<file path="src/rtl/os_rx_pkg.sv">
package os_rx_pkg;

    typedef enum logic {
        RX_IDLE = 1'b0,
        RX_BUSY = 1'b1
    } rx_state_e;

    typedef struct packed {
        logic early;
        logic centre;
    } vote_hold_t;

    function automatic logic maj3(input logic a, input logic b, input logic c);
        return (a & b) | (a & c) | (b & c);
    endfunction

endpackage

</file>
<file path="src/rtl/osr_sync.sv">
module osr_sync #(
    parameter int unsigned STAGES   = 2,
    parameter logic        IDLE_LVL = 1'b1
) (
    input  logic clk,
    input  logic rst,
    input  logic din,
    output logic dout
);
    logic [STAGES-1:0] chain_q;

    generate
        if (STAGES == 1) begin : g_one
            always_ff @(posedge clk) begin
                if (rst) chain_q <= IDLE_LVL;
                else     chain_q <= din;
            end
        end else begin : g_many
            always_ff @(posedge clk) begin
                if (rst) chain_q <= {STAGES{IDLE_LVL}};
                else     chain_q <= {chain_q[STAGES-2:0], din};
            end
        end
    endgenerate

    assign dout = chain_q[STAGES-1];
endmodule

</file>
<file path="src/rtl/osr_vote.sv">
module osr_vote
    import os_rx_pkg::*;
#(
    parameter int unsigned PH_W = 4,
    parameter int unsigned MID  = 8
) (
    input  logic            clk,
    input  logic            rst,
    input  logic            tick,
    input  logic [PH_W-1:0] phase,
    input  logic            din,
    output logic            bit_vld,
    output logic            bit_val
);
    localparam logic [PH_W-1:0] PH_A = PH_W'(MID - 1);
    localparam logic [PH_W-1:0] PH_B = PH_W'(MID);
    localparam logic [PH_W-1:0] PH_C = PH_W'(MID + 1);

    vote_hold_t hold_q;

    always_ff @(posedge clk) begin
        if (rst) begin
            hold_q <= '{early: 1'b1, centre: 1'b1};
        end else if (tick) begin
            if (phase == PH_A) hold_q.early  <= din;
            if (phase == PH_B) hold_q.centre <= din;
        end
    end

    // third sample is the live value on the deciding strobe
    assign bit_vld = tick && (phase == PH_C);
    assign bit_val = maj3(hold_q.early, hold_q.centre, din);
endmodule

</file>
<file path="src/rtl/osr_frame.sv">
module osr_frame
    import os_rx_pkg::*;
#(
    parameter int unsigned DATA_W = 8,
    parameter int unsigned PH_W   = 4
) (
    input  logic              clk,
    input  logic              rst,
    input  logic              tick,
    input  logic              rx_enable,
    input  logic              fall,
    input  logic              bit_vld,
    input  logic              bit_val,
    output logic [PH_W-1:0]   phase,
    output logic              busy,
    output logic              done_evt,
    output logic [DATA_W-1:0] data,
    output logic              stop
);
    localparam int unsigned      SH_W      = DATA_W + 1;
    localparam logic [SH_W-1:0]  SH_PRESET = '1;

    rx_state_e         state_q;
    logic [PH_W-1:0]   phase_q;
    logic [SH_W-1:0]   shift_q;
    logic [DATA_W-1:0] data_q;
    logic              stop_q;
    logic [DATA_W-1:0] rev;

    logic start, decide, first_bit, frame_last, reject, finish;

    assign start      = (state_q == RX_IDLE) && rx_enable && fall;
    assign decide     = (state_q == RX_BUSY) && bit_vld;
    assign first_bit  = (shift_q == SH_PRESET);
    assign frame_last = !shift_q[SH_W-1];
    assign reject     = decide && first_bit && bit_val;
    assign finish     = decide && frame_last;

    // first-arrived bit sits highest in the shifter: reverse to LSB-first order
    generate
        for (genvar g = 0; g < DATA_W; g++) begin : g_rev
            assign rev[g] = shift_q[DATA_W-1-g];
        end
    endgenerate

    always_ff @(posedge clk) begin
        if (rst) begin
            state_q <= RX_IDLE;
            phase_q <= '0;
            shift_q <= SH_PRESET;
            data_q  <= '0;
            stop_q  <= 1'b0;
        end else if (start) begin
            // edge strobe is phase 0, so the next strobe sees phase 1
            state_q <= RX_BUSY;
            phase_q <= PH_W'(1);
            shift_q <= SH_PRESET;
        end else if ((state_q == RX_BUSY) && tick) begin
            phase_q <= phase_q + PH_W'(1);
            if (reject || finish) begin
                state_q <= RX_IDLE;
            end else if (decide) begin
                shift_q <= {shift_q[SH_W-2:0], bit_val};
            end
            if (finish) begin
                data_q <= rev;
                stop_q <= bit_val;
            end
        end
    end

    assign phase    = phase_q;
    assign busy     = (state_q == RX_BUSY);
    assign done_evt = finish;
    assign data     = data_q;
    assign stop     = stop_q;
endmodule

</file>
<file path="src/rtl/os_uart_rx.sv">
module os_uart_rx #(
    parameter int unsigned DATA_W      = 8,
    parameter int unsigned OSR_LOG2    = 4,
    parameter int unsigned SYNC_STAGES = 2,
    parameter int unsigned SAMPLE_MID  = 8
) (
    input  logic              clk,
    input  logic              rst,
    input  logic              tick16,
    input  logic              rx_in,
    input  logic              rx_enable,
    input  logic              done_clr,
    output logic [DATA_W-1:0] rx_byte,
    output logic              rx_stop,
    output logic              rx_done
);
    localparam int unsigned PH_W = OSR_LOG2;

    logic            rx_s;
    logic            last_q;
    logic            fall;
    logic [PH_W-1:0] phase;
    logic            busy;
    logic            stop_evt;
    logic            vote_vld;
    logic            vote_bit;
    logic            done_q;

    osr_sync #(.STAGES(SYNC_STAGES), .IDLE_LVL(1'b1)) sync_i (
        .clk  (clk),
        .rst  (rst),
        .din  (rx_in),
        .dout (rx_s)
    );

    always_ff @(posedge clk) begin
        if (rst)         last_q <= 1'b1;
        else if (tick16) last_q <= rx_s;
    end

    assign fall = tick16 && last_q && !rx_s;

    osr_vote #(.PH_W(PH_W), .MID(SAMPLE_MID)) vote_i (
        .clk     (clk),
        .rst     (rst),
        .tick    (tick16),
        .phase   (phase),
        .din     (rx_s),
        .bit_vld (vote_vld),
        .bit_val (vote_bit)
    );

    osr_frame #(.DATA_W(DATA_W), .PH_W(PH_W)) frame_i (
        .clk       (clk),
        .rst       (rst),
        .tick      (tick16),
        .rx_enable (rx_enable),
        .fall      (fall),
        .bit_vld   (vote_vld),
        .bit_val   (vote_bit),
        .phase     (phase),
        .busy      (busy),
        .done_evt  (stop_evt),
        .data      (rx_byte),
        .stop      (rx_stop)
    );

    always_ff @(posedge clk) begin
        if (rst)           done_q <= 1'b0;
        else if (stop_evt) done_q <= 1'b1;
        else if (done_clr) done_q <= 1'b0;
    end

    assign rx_done = done_q;
endmodule

</file>
<file path="config.mk">
export PLATFORM = sky130hd
export DESIGN_NAME = os_uart_rx
export DESIGN_NICKNAME = d
export VERILOG_FILES = /design/src/rtl/os_rx_pkg.sv /design/src/rtl/osr_sync.sv /design/src/rtl/osr_vote.sv /design/src/rtl/osr_frame.sv /design/src/rtl/os_uart_rx.sv
export SDC_FILE = /design/constraint.sdc
export NUM_CORES = 1
export LEC_CHECK = 0
export BUFFER_PORTS_ARGS = -buffer_cell sky130_fd_sc_hd__buf_2
export CAP_MARGIN = 10
export CORE_UTILIZATION = 49
export DETAILED_ROUTE_END_ITERATION = 16
export PLACE_DENSITY = 0.72
export SLEW_MARGIN = 30
export SYNTH_ARGS = -nofsm -noshare
export SYNTH_HDL_FRONTEND = slang
export SYNTH_HIERARCHICAL = 1
export SYNTH_SLANG_ARGS = --single-unit
</file>
<file path="constraint.sdc">
create_clock -name clk -period 1.6 [get_ports clk]
set_clock_uncertainty 0.2 [all_clocks]
set_input_delay 0.32 -clock clk [delete_from_list [all_inputs] [get_ports clk]]
set_output_delay 0.32 -clock clk [all_outputs]
set_load 0.02 [all_outputs]
</file>
==> key figures <==
Pwr
  – Comb power frac: 4.4%
  – Cell Pwr Density: 839 nW/um2
  – Pleak: 0.638 nW
  – Switching pwr: 0.283 mW
  – Sw Ratio: 23.6%
  – Max VDD drop: 744 uV
  – Sequential Power Share: 60.7%
  – Internal: 0.917 mW
  – Clk pwr share: 34.9%

Clocking
  – CTS HTree Levels: 2
  – CTS tree: yes
  – CTS max path bufs: 2
  – Clock sinks: 29
  – Root Buffer: clkbuf_4
  – Clk slew on worst S/H paths: 0.09 ns
  – Skew-Pair Late Insertion Delay: 0.33 ns
  – CTS Buf Count: 5

Run
  – Max_cap viols: 0

Placed design
  – Port-buffer cells: 15
  – Placed cells: 188
  – RD Place Congestion: 0.810
  – Setup WS pre-CTS: -0.0445 ns
  – Detail Placement HPWL: 1670 um
  – DP Area: 1350 um2

Worst hold path
  – Hold crit path type: in -> reg

Logic synthesis
  – Synthesized flop and latch total: 29
  – Synth top area share: 49.0%
  – Main synth FF type: dfxtp_1
  – Synth Net Count: 145
  – Synth area leaders: dfxtp_1, nand2_1, a21oi_1, nand3_1, nor2_1
  – Synth area leader: dfxtp_1
  – Async set-reset flop share out of synthesis: 0%
  – Post-synthesis instance area: 1180 um2
  – EDFF count, synth: 0
  – Sequential area share after synthesis: 49.0%
  – Ys Warns: 6
  – Avg Cell Area, Syn: 8.58 um2
  – Yosys cell types: 34
  – Post-synthesis instance total: 138

Timing
  – Least-Margin Pin Slew: 0.367 ns
  – Final WS setup: 0.0885 ns
  – Hold Violations, Final: 0
  – Slew margin rel.: 75.6%
  – Fmax: 662 MHz
  – Final period util: 94.5%
  – Final setup viols: 0
  – Final Max Slew Viols: 0
  – Post-route minimum period: 1.51 ns
  – Setup repair after global routing missed its margin: yes

Critical path
  – Crit. End Element: register
  – CP arrival: 1.57 ns
  – Worst Path Required: 1.66 ns
  – Crit Path Category: reg -> reg
  – CP Launch Type: register
  – CP max FO: 7

Floorplan
  – Initial Utilization: 52.5%
  – Die area: 2620 um2
  – Die Ht: 51.2 um
  – Die X: 51.2 um
  – IO Count: 16
  – Rows: 17
  – Core area: 2250 um2

Run status
  – Status: complete, no violations

GRT
  – GRT Overall Usage: 21.7%
  – Pin count of the biggest net entering global routing: 21
  – Initial antenna violation count: 0
  – First-pass GRT wire length: 4000 um
  – Vias in the first global route: 901
  – Grt ovf: 0

Finish
  – Ant diodes: 0
  – Non-Filler Instances: 198
  – Post-layout nets: 176
  – Layout cells sized above 1: 26.5%
  – Number of fill cells: 209
  – Area added between synthesis and finish: 20.8%
  – Fin util: 63.4%
  – Final Cell Area: 1430 um2

Route
  – Initial DRC Count: 18
  – DRT Wirelength: 2430 um
  – WL per Instance: 12.3 um
  – DRT Pass-1 Iters: 4
  – Vias: 1017
  – Drt drc: 0
  – Antenna-violating nets left: 0
  – DR vias/cell: 5.14
cells in the final DEF (no fill, tap or decap), types with 2 or more instances in the layout:
cell,count
nand2_1,39
dfxtp_1,28
buf_2,15
a21oi_1,14
nand3_1,12
buf_4,12
nor2_1,6
clkbuf_4,5
inv_1,2
a211o_1,2
clkinv_2,2
and4b_1,2
and3b_1,2
nand4_1,2
o21ai_0,2
or2_1,2
mux2i_1,2
power groups by stage:
stage / registers [mW] / logic, mW / clock network [mW]
floorplan: 0.746 / 0.0259 / 0
global placement: 0.745 / 0.0487 / 0
detailed placement: 0.746 / 0.0495 / 0
CTS: 0.729 / 0.0518 / 0.430
global route: 0.730 / 0.0589 / 0.460
finish: 0.729 / 0.0532 / 0.418
final timing paths:
| kind | slack [ns] | start | to | cells after the start |
|---|---|---|---|---|
| worst max register to register | 0.09 | frame_i/phase[1] | frame_i/data[6] | 5 |
| worst min-delay path | 0.07 | done_clr | rx_done | 3 |
| worst min register to register | 0.21 | sync_i/chain_q[0] | sync_i/chain_q[1] | 1 |
| worst max-delay path | 0.09 | frame_i/phase[1] | frame_i/data[6] | 5 |
cells by family (layout without fill, tap and decap cells):
logic type                 after synthesis  count (layout)  synth area share, %
AOI/OAI and AO/OA                       20              20                 9.51
DFF                                     29              29                 49.0
adders and majority gates                2               2                 1.90
xor gates and xnor gates                 1               1                0.740
and+or+nand+nor                         77              78                 33.5
buffers and inverters                    7              38                 3.59
muxes                                    2               2                 1.69
Yosys cell counts (2+ instances only):
cell type	instances
nand2_1	39
dfxtp_1	29
a21oi_1	14
nand3_1	12
nor2_1	6
a211o_1	2
and3b_1	2
and4b_1	2
buf_4	2
inv_1	2
mux2i_1	2
nand4_1	2
o21ai_0	2
or2_1	2
registers in the layout, summed over array words and instances (netlist names):
| signal | count |
|---|---|
| frame_i/shift_q | 9 |
| frame_i/busy | 1 |
| vote_i/hold_q | 2 |
| rx_done | 1 |
| frame_i/stop | 1 |
| last_q | 1 |
| frame_i/phase | 4 |
| sync_i/chain_q | 2 |
| frame_i/data | 8 |
what timing repair did:
action                                  in CTS  in global routing
buffers inserted                             0                  0
hold buffers                                 1                  0
endpoints found under the setup margin       5                 20
cloned                                       0                  1
pin swaps                                    0                  1
gates resized for setup                      1                  4
endpoints found under the hold margin        1                  0
layer usage:
metal	track usage [%]	wire length (um)	vias up
met5	0	0	-
met2	31.6	1070	31
met3	8.93	138	4
met4	11.1	49	0
met1	27.3	1170	447
li1	-	-	535
through the flow:
step / total power, mW / TNS [ns] / hold slack, ns
detailed placement: 0.795 / -0.0493 / 0.188
global placement: 0.794 / 0 / 0.196
finish: 1.20 / 0 / 0.0699
floorplan: 0.772 / 0 / 0.183
global route: 1.25 / -0.00666 / 0.0918
CTS: 1.21 / 0 / 0.0712
worst max-delay path: stages, from the launching register on:
cell and delay (ns):
dfxtp_1 0.32, nor2_1 0.13, and4_4 0.27, and4b_2 0.29, nand2_1 0.08, a21oi_1 0.15
area by class of cell:
cell class / instances / area, um2 / area share (%)
Sequential cell: 29 / 582 / 40.7
Tap cell: 28 / 35.0 / 2.45
Clock inverter: 2 / 10.0 / 0.700
Timing Repair Buffer: 28 / 175 / 12.2
Clock buffer: 6 / 41.3 / 2.89
Multi-Input combinational cell: 103 / 579 / 40.5
Inverter: 2 / 7.51 / 0.525
(Power assumes the default switching activity.)
